===== src/rtl/surge_wake_seq.sv =====
module surge_wake_seq #(
  parameter int N_SW  = 5,
  parameter int CUR_W = 8,
  parameter int PRI_W = 8,
  parameter int IDX_W = 4,
  localparam int SUM_W = CUR_W + $clog2(N_SW + 1)
) (
  input  logic                   clk,
  input  logic                   rst_n,
  input  logic                   wake_req,
  input  logic                   sleep_cmd,
  input  logic                   tick,
  input  logic [N_SW*CUR_W-1:0]  cur_est,
  input  logic [N_SW*PRI_W-1:0]  prio,
  input  logic [SUM_W-1:0]       budget,
  output logic [N_SW-1:0]        sw_en,
  output logic                   done,
  output logic                   over_budget,
  output logic [N_SW*IDX_W-1:0]  on_ivl
);
  localparam int POS_W = (N_SW > 1) ? $clog2(N_SW) : 1;
  localparam int PW1   = POS_W + 1;

  typedef enum logic [2:0] {S_IDLE, S_ARM, S_SUM, S_SCAN, S_FULL} st_t;

  st_t                  st;
  logic [N_SW*CUR_W-1:0] est_q;
  logic [SUM_W-1:0]     sum_q, en_sum, sum_next;
  logic [POS_W-1:0]     lo, hi, cand;
  logic [N_SW-1:0]      seen;
  logic [IDX_W-1:0]     ivl;
  logic                 full_d;
  logic                 found, first, adj, fits, take, all_after;
  logic [PRI_W-1:0]     best;
  logic [CUR_W-1:0]     cand_est;

  always_comb begin
    found = 1'b0;
    cand  = '0;
    best  = '0;
    for (int i = 0; i < N_SW; i++) begin
      if (!sw_en[i] && !seen[i] && (!found || prio[i*PRI_W +: PRI_W] > best)) begin
        found = 1'b1;
        cand  = POS_W'(i);
        best  = prio[i*PRI_W +: PRI_W];
      end
    end
  end

  always_comb begin
    en_sum = '0;
    for (int i = 0; i < N_SW; i++)
      if (sw_en[i]) en_sum = en_sum + SUM_W'(est_q[i*CUR_W +: CUR_W]);
  end

  assign cand_est  = est_q[cand*CUR_W +: CUR_W];
  assign sum_next  = sum_q + SUM_W'(cand_est);
  assign fits      = sum_next <= budget;
  assign first     = (sw_en == '0);
  assign adj       = (PW1'(cand) + PW1'(1) == PW1'(lo)) || (PW1'(cand) == PW1'(hi) + PW1'(1));
  assign take      = found && (first || (adj && fits));
  assign all_after = &(sw_en | (N_SW'(1) << cand));

  always_ff @(posedge clk or negedge rst_n) begin
    if (!rst_n) begin
      st <= S_IDLE; sw_en <= '0; on_ivl <= '0; over_budget <= 1'b0;
      est_q <= '0; sum_q <= '0; lo <= '0; hi <= '0; seen <= '0; ivl <= '0;
      full_d <= 1'b0; done <= 1'b0;
    end else if (sleep_cmd) begin
      st <= S_IDLE; sw_en <= '0; on_ivl <= '0; over_budget <= 1'b0;
      sum_q <= '0; seen <= '0; ivl <= '0;
      full_d <= 1'b0; done <= 1'b0;
    end else begin
      full_d <= &sw_en;
      done   <= (&sw_en) & ~full_d;
      case (st)
        S_IDLE: if (wake_req) begin
          st  <= S_ARM;
          ivl <= '0;
        end
        S_ARM: if (tick) begin
          est_q <= cur_est;
          st    <= S_SUM;
        end
        S_SUM: begin
          sum_q <= en_sum;
          seen  <= '0;
          st    <= S_SCAN;
        end
        S_SCAN: begin
          if (!found) begin
            if (ivl != '1) ivl <= ivl + IDX_W'(1);
            st <= S_ARM;
          end else if (take) begin
            sw_en[cand] <= 1'b1;
            on_ivl[cand*IDX_W +: IDX_W] <= ivl;
            sum_q <= sum_next;
            seen  <= '0;
            if (first) begin
              lo <= cand;
              hi <= cand;
              if (!fits) over_budget <= 1'b1;
            end else if (cand < lo) begin
              lo <= cand;
            end else begin
              hi <= cand;
            end
            if (all_after) st <= S_FULL;
          end else begin
            seen[cand] <= 1'b1;
          end
        end
        default: st <= S_FULL;
      endcase
    end
  end
endmodule


===== config.mk =====
export PLATFORM = sky130hd
export DESIGN_NAME = surge_wake_seq
export DESIGN_NICKNAME = d
export VERILOG_FILES = /design/src/rtl/surge_wake_seq.sv
export SDC_FILE = /design/constraint.sdc
export NUM_CORES = 1
export LEC_CHECK = 0
export BUFFER_PORTS_ARGS = -buffer_cell sky130_fd_sc_hd__buf_2
export CAP_MARGIN = 20
export CORE_MARGIN = 2
export CORE_UTILIZATION = 35
export DETAILED_ROUTE_END_ITERATION = 16
export GPL_TIMING_DRIVEN = 0
export HOLD_SLACK_MARGIN = 0.12
export REMOVE_ABC_BUFFERS = 1
export SYNTH_ARGS = -nofsm -noshare
export SYNTH_HDL_FRONTEND = slang
export SYNTH_SLANG_ARGS = --single-unit

===== constraint.sdc =====
create_clock -name clk -period 28 [get_ports clk]
set_input_delay 5.6 -clock clk [delete_from_list [all_inputs] [get_ports clk]]
set_output_delay 5.6 -clock clk [all_outputs]
set_load 0.01 [all_outputs]

==> out/results.ini <==
[status]
outcome = completed

[grt]
grt_max_degree = 67
total_overflow_reported_by_the_global_router = 0
track_usage_pct = 17.7
grt_pass1_wl_um = 37000
grt_antenna_before_repair = 0
grt_pass1_vias = 7458

[logic_synthesis]
synthCells = 954
async_flop_share_pct = 100
ys_seq_elements = 97
synth_enable_flop_cells = 0
syn-mean-instance-area_um2 = 8.88
netlist_area_um2 = 8470
yosys_most_used_dff = sky130_fd_sc_hd__dfrtp_1
yosys_warnings = 0
synth_cell_types = 68
register_area_share_after_synthesis_pct = 28.7

[worst_setup_path]
regToRegStartpoint = sw_en[0]$_DFFE_PN0P_
cp-endpoint = sum_q[5]$_DFFE_PN0P_
timing.reg2reg.setup_slack_ns = 13.51
setup_crit_end_kind = register
critical_path_class = in2reg
timing.critical_path.required_ns = 28.24
r2r.worst_path.cells = 53
setup.worst_path.start_class = input pin
reg2reg_to = sum_q[5]$_DFFE_PN0P_
peak_per_stage_delay_on_the_critical_path_ns = 0.79
critical_path_peak_fanout = 16
worstPathArrival_ns = 18.71
cp_slowest_cell = sky130_fd_sc_hd__a21boi_2
critical_path_start = prio[7]

[cells_and_area]
finish.instance_area_um2 = 9800
layout_common_cells = sky130_fd_sc_hd__buf_2 (121), sky130_fd_sc_hd__nand2_1 (97), sky130_fd_sc_hd__dfrtp_1 (97)
fill_cells = 2439
syn_to_final_growth_pct = 15.7
antenna_cells = 0
layout.nets = 1256
multi_input_area_um2 = 5680
regArea_um2 = 2430
drive_gt1_share_pct = 22.0
layout.cells.most_common = sky130_fd_sc_hd__buf_2

[cts]
cts_buffers = 9
cts_max_level = 3
clk_path_buf_depth = 2
post-cts-setup-buffers = 0
clk_transition_reported_paths_ns = 0.08
post_cts.resized_instances = 0
clock_sink_count = 97
clk_root_buffer_cell = sky130_fd_sc_hd__clkbuf_16
hold_buffers = 0
tritoncts = yes
worstSkewPairLatency_ns = 0.35

[routing]
number_of_drc_markers_in_iteration_0 = 393
totalWireLength_um = 22100
avgViaCountPerCell = 5.33
routed_wire_per_std_cell_um = 15.9
post-route-drc-count = 0
drt_pre_antenna_iters = 4
vias = 7387
ant_nets = 0

[floorplanning]
core_area_um2 = 23600
die_x_um = 160
io_pins = 123
floorplan.initialDensity_pct = 35.9
vert_die_dim_um = 160
design.die.area_um2 = 25500
row_count = 56

[sta]
timing_hold_violations_final = 0
clock.fmax_mhz = 54.1
report.final.setup_viol = 0
final_number_of_max_transition_violations = 0
crit_path_time_final_ns = 18.47
worstMarginPinSlew_ns = 0.962
clock-skew-final_ns = 0.00960
unrepaired_setup_endpoints_after_global_routing = no
fin_tns_setup_ns = 0
max_slew_margin_pct = 35.5
timing.final.crit_share_pct = 66.0

[flow_run]
cap_violations = 0

[placed_design]
detailed_place.area_um2 = 9480
portBuffers = 122
dp_hpwl_um = 17400
globalplace.congestion = 0.848

[pwr]
worst_vdd_ir_v = 0.0000459
leakagePower_nw = 4.76
power_per_cell_area_nw_per_um2 = 93.3

[hold_path]
min_path_type = reg2reg

cells by family after synthesis:
| family | after synthesis | synth area share (%) |
|---|---|---|
| XOR/XNOR | 25 | 2.59 |
| multiplexers | 115 | 14.7 |
| flip-flops | 97 | 28.7 |
| buffers and inverters | 96 | 4.39 |
| adder cells (fa/ha/maj) | 99 | 15.1 |
| AO/OA/AOI/OAI | 247 | 19.4 |
| AND/OR/NAND/NOR | 275 | 15.3 |
power breakdown:
| part | total [mW] | leakage [nW] | internal [mW] | switching (mW) |
|---|---|---|---|---|
| logic | 0.573 | 3.36 | 0.251 | 0.322 |
| clock network | 0.131 | 0.149 | 0.0711 | 0.0601 |
| registers | 0.210 | 1.26 | 0.173 | 0.0372 |
| total | 0.914 | 4.76 | 0.495 | 0.420 |
layout make-up:
type / count / share of cell area (%)
multi-input cells: 761 / 57.9
flip-flops and latches: 97 / 24.8
repair buffers: 132 / 7.75
well taps: 319 / 4.07
clock buffers: 9 / 2.30
inverters: 60 / 2.30
clock inverters: 7 / 0.856
metal layers:
| metal | routed length (um) | global-route usage (%) | up-vias |
|---|---|---|---|
| li1 | - | - | 3714 |
| met1 | 10300 | 23.3 | 3513 |
| met2 | 10700 | 30.7 | 141 |
| met3 | 796 | 2.74 | 19 |
| met4 | 280 | 3.80 | 0 |
| met5 | 0 | 0 | - |
flip-flops by register name, indices dropped and copies added (netlist names):
| signal | count |
|---|---|
| est_q | 40 |
| on_ivl | 20 |
| sum_q | 11 |
| seen | 5 |
| sw_en | 5 |
| ivl | 4 |
| hi | 3 |
| lo | 3 |
| st | 3 |
| done | 1 |
| full_d | 1 |
| over_budget | 1 |
critical path, delay by kind of cell:
kind / cells / cell delay (ns)
simple gates: 10 / 1.66
fa+ha+maj: 6 / 1.82
compound gates: 26 / 6.95
buf+inv: 7 / 1.43
mux: 3 / 1.04
xor+xnor: 1 / 0.17
cell usage after synthesis (6+ instances only):
library cell,number,share of area [%]
sky130_fd_sc_hd__a211oi_1,22,2.0
sky130_fd_sc_hd__a21o_1,20,1.8
sky130_fd_sc_hd__a21oi_1,46,2.7
sky130_fd_sc_hd__a31oi_1,11,0.81
sky130_fd_sc_hd__and2_1,8,0.59
sky130_fd_sc_hd__buf_1,7,0.31
sky130_fd_sc_hd__clkbuf_1,24,1.1
sky130_fd_sc_hd__dfrtp_1,97,29
sky130_fd_sc_hd__ha_1,94,14
sky130_fd_sc_hd__inv_1,59,2.6
sky130_fd_sc_hd__mux2_2,71,9.4
sky130_fd_sc_hd__mux2i_1,43,5.1
sky130_fd_sc_hd__nand2_1,97,4.3
sky130_fd_sc_hd__nand3_1,14,0.83
sky130_fd_sc_hd__nand4_1,15,1.1
sky130_fd_sc_hd__nor2_1,72,3.2
sky130_fd_sc_hd__nor2b_1,19,1.4
sky130_fd_sc_hd__nor3_1,15,0.89
sky130_fd_sc_hd__o211ai_1,9,0.80
sky130_fd_sc_hd__o21a_1,13,1.2
sky130_fd_sc_hd__o21ai_0,59,3.5
sky130_fd_sc_hd__o22ai_1,9,0.66
sky130_fd_sc_hd__o31a_1,6,0.62
sky130_fd_sc_hd__o31ai_1,8,0.71
sky130_fd_sc_hd__or3_1,6,0.44
sky130_fd_sc_hd__xnor2_1,19,2.0
sky130_fd_sc_hd__xor2_1,6,0.62
metrics by stage:
step	total power [mW]	setup WS, ns	util, %	hold WS [ns]	std cells
after floorplan	0.623	9.54	-	0.378	918
after global placement	0.758	5.56	39.5	0.390	1359
after detailed placement	0.785	8.73	40.1	0.406	1367
after CTS	0.921	9.07	41.5	0.416	1383
after global routing	1.01	8.39	41.5	0.424	1385
final	0.914	9.53	41.5	0.417	1385
how the worst min path moves through the flow:
| stage | start | endpoint | slack [ns] | cells after the start |
|---|---|---|---|---|
| 4_1_cts | full_d$_DFF_PN0_ | done$_DFF_PN0_ | 0.42 | 1 |
| 3_3_place_gp | full_d$_DFF_PN0_ | done$_DFF_PN0_ | 0.39 | 1 |
| 5_1_grt | full_d$_DFF_PN0_ | done$_DFF_PN0_ | 0.42 | 1 |
| 6_report | full_d$_DFF_PN0_ | done$_DFF_PN0_ | 0.42 | 1 |
| 2_1_floorplan | full_d$_DFF_PN0_ | done$_DFF_PN0_ | 0.38 | 1 |
| 3_5_place_dp | full_d$_DFF_PN0_ | done$_DFF_PN0_ | 0.41 | 1 |
No activity file was read; power rests on OpenSTA's default activity.
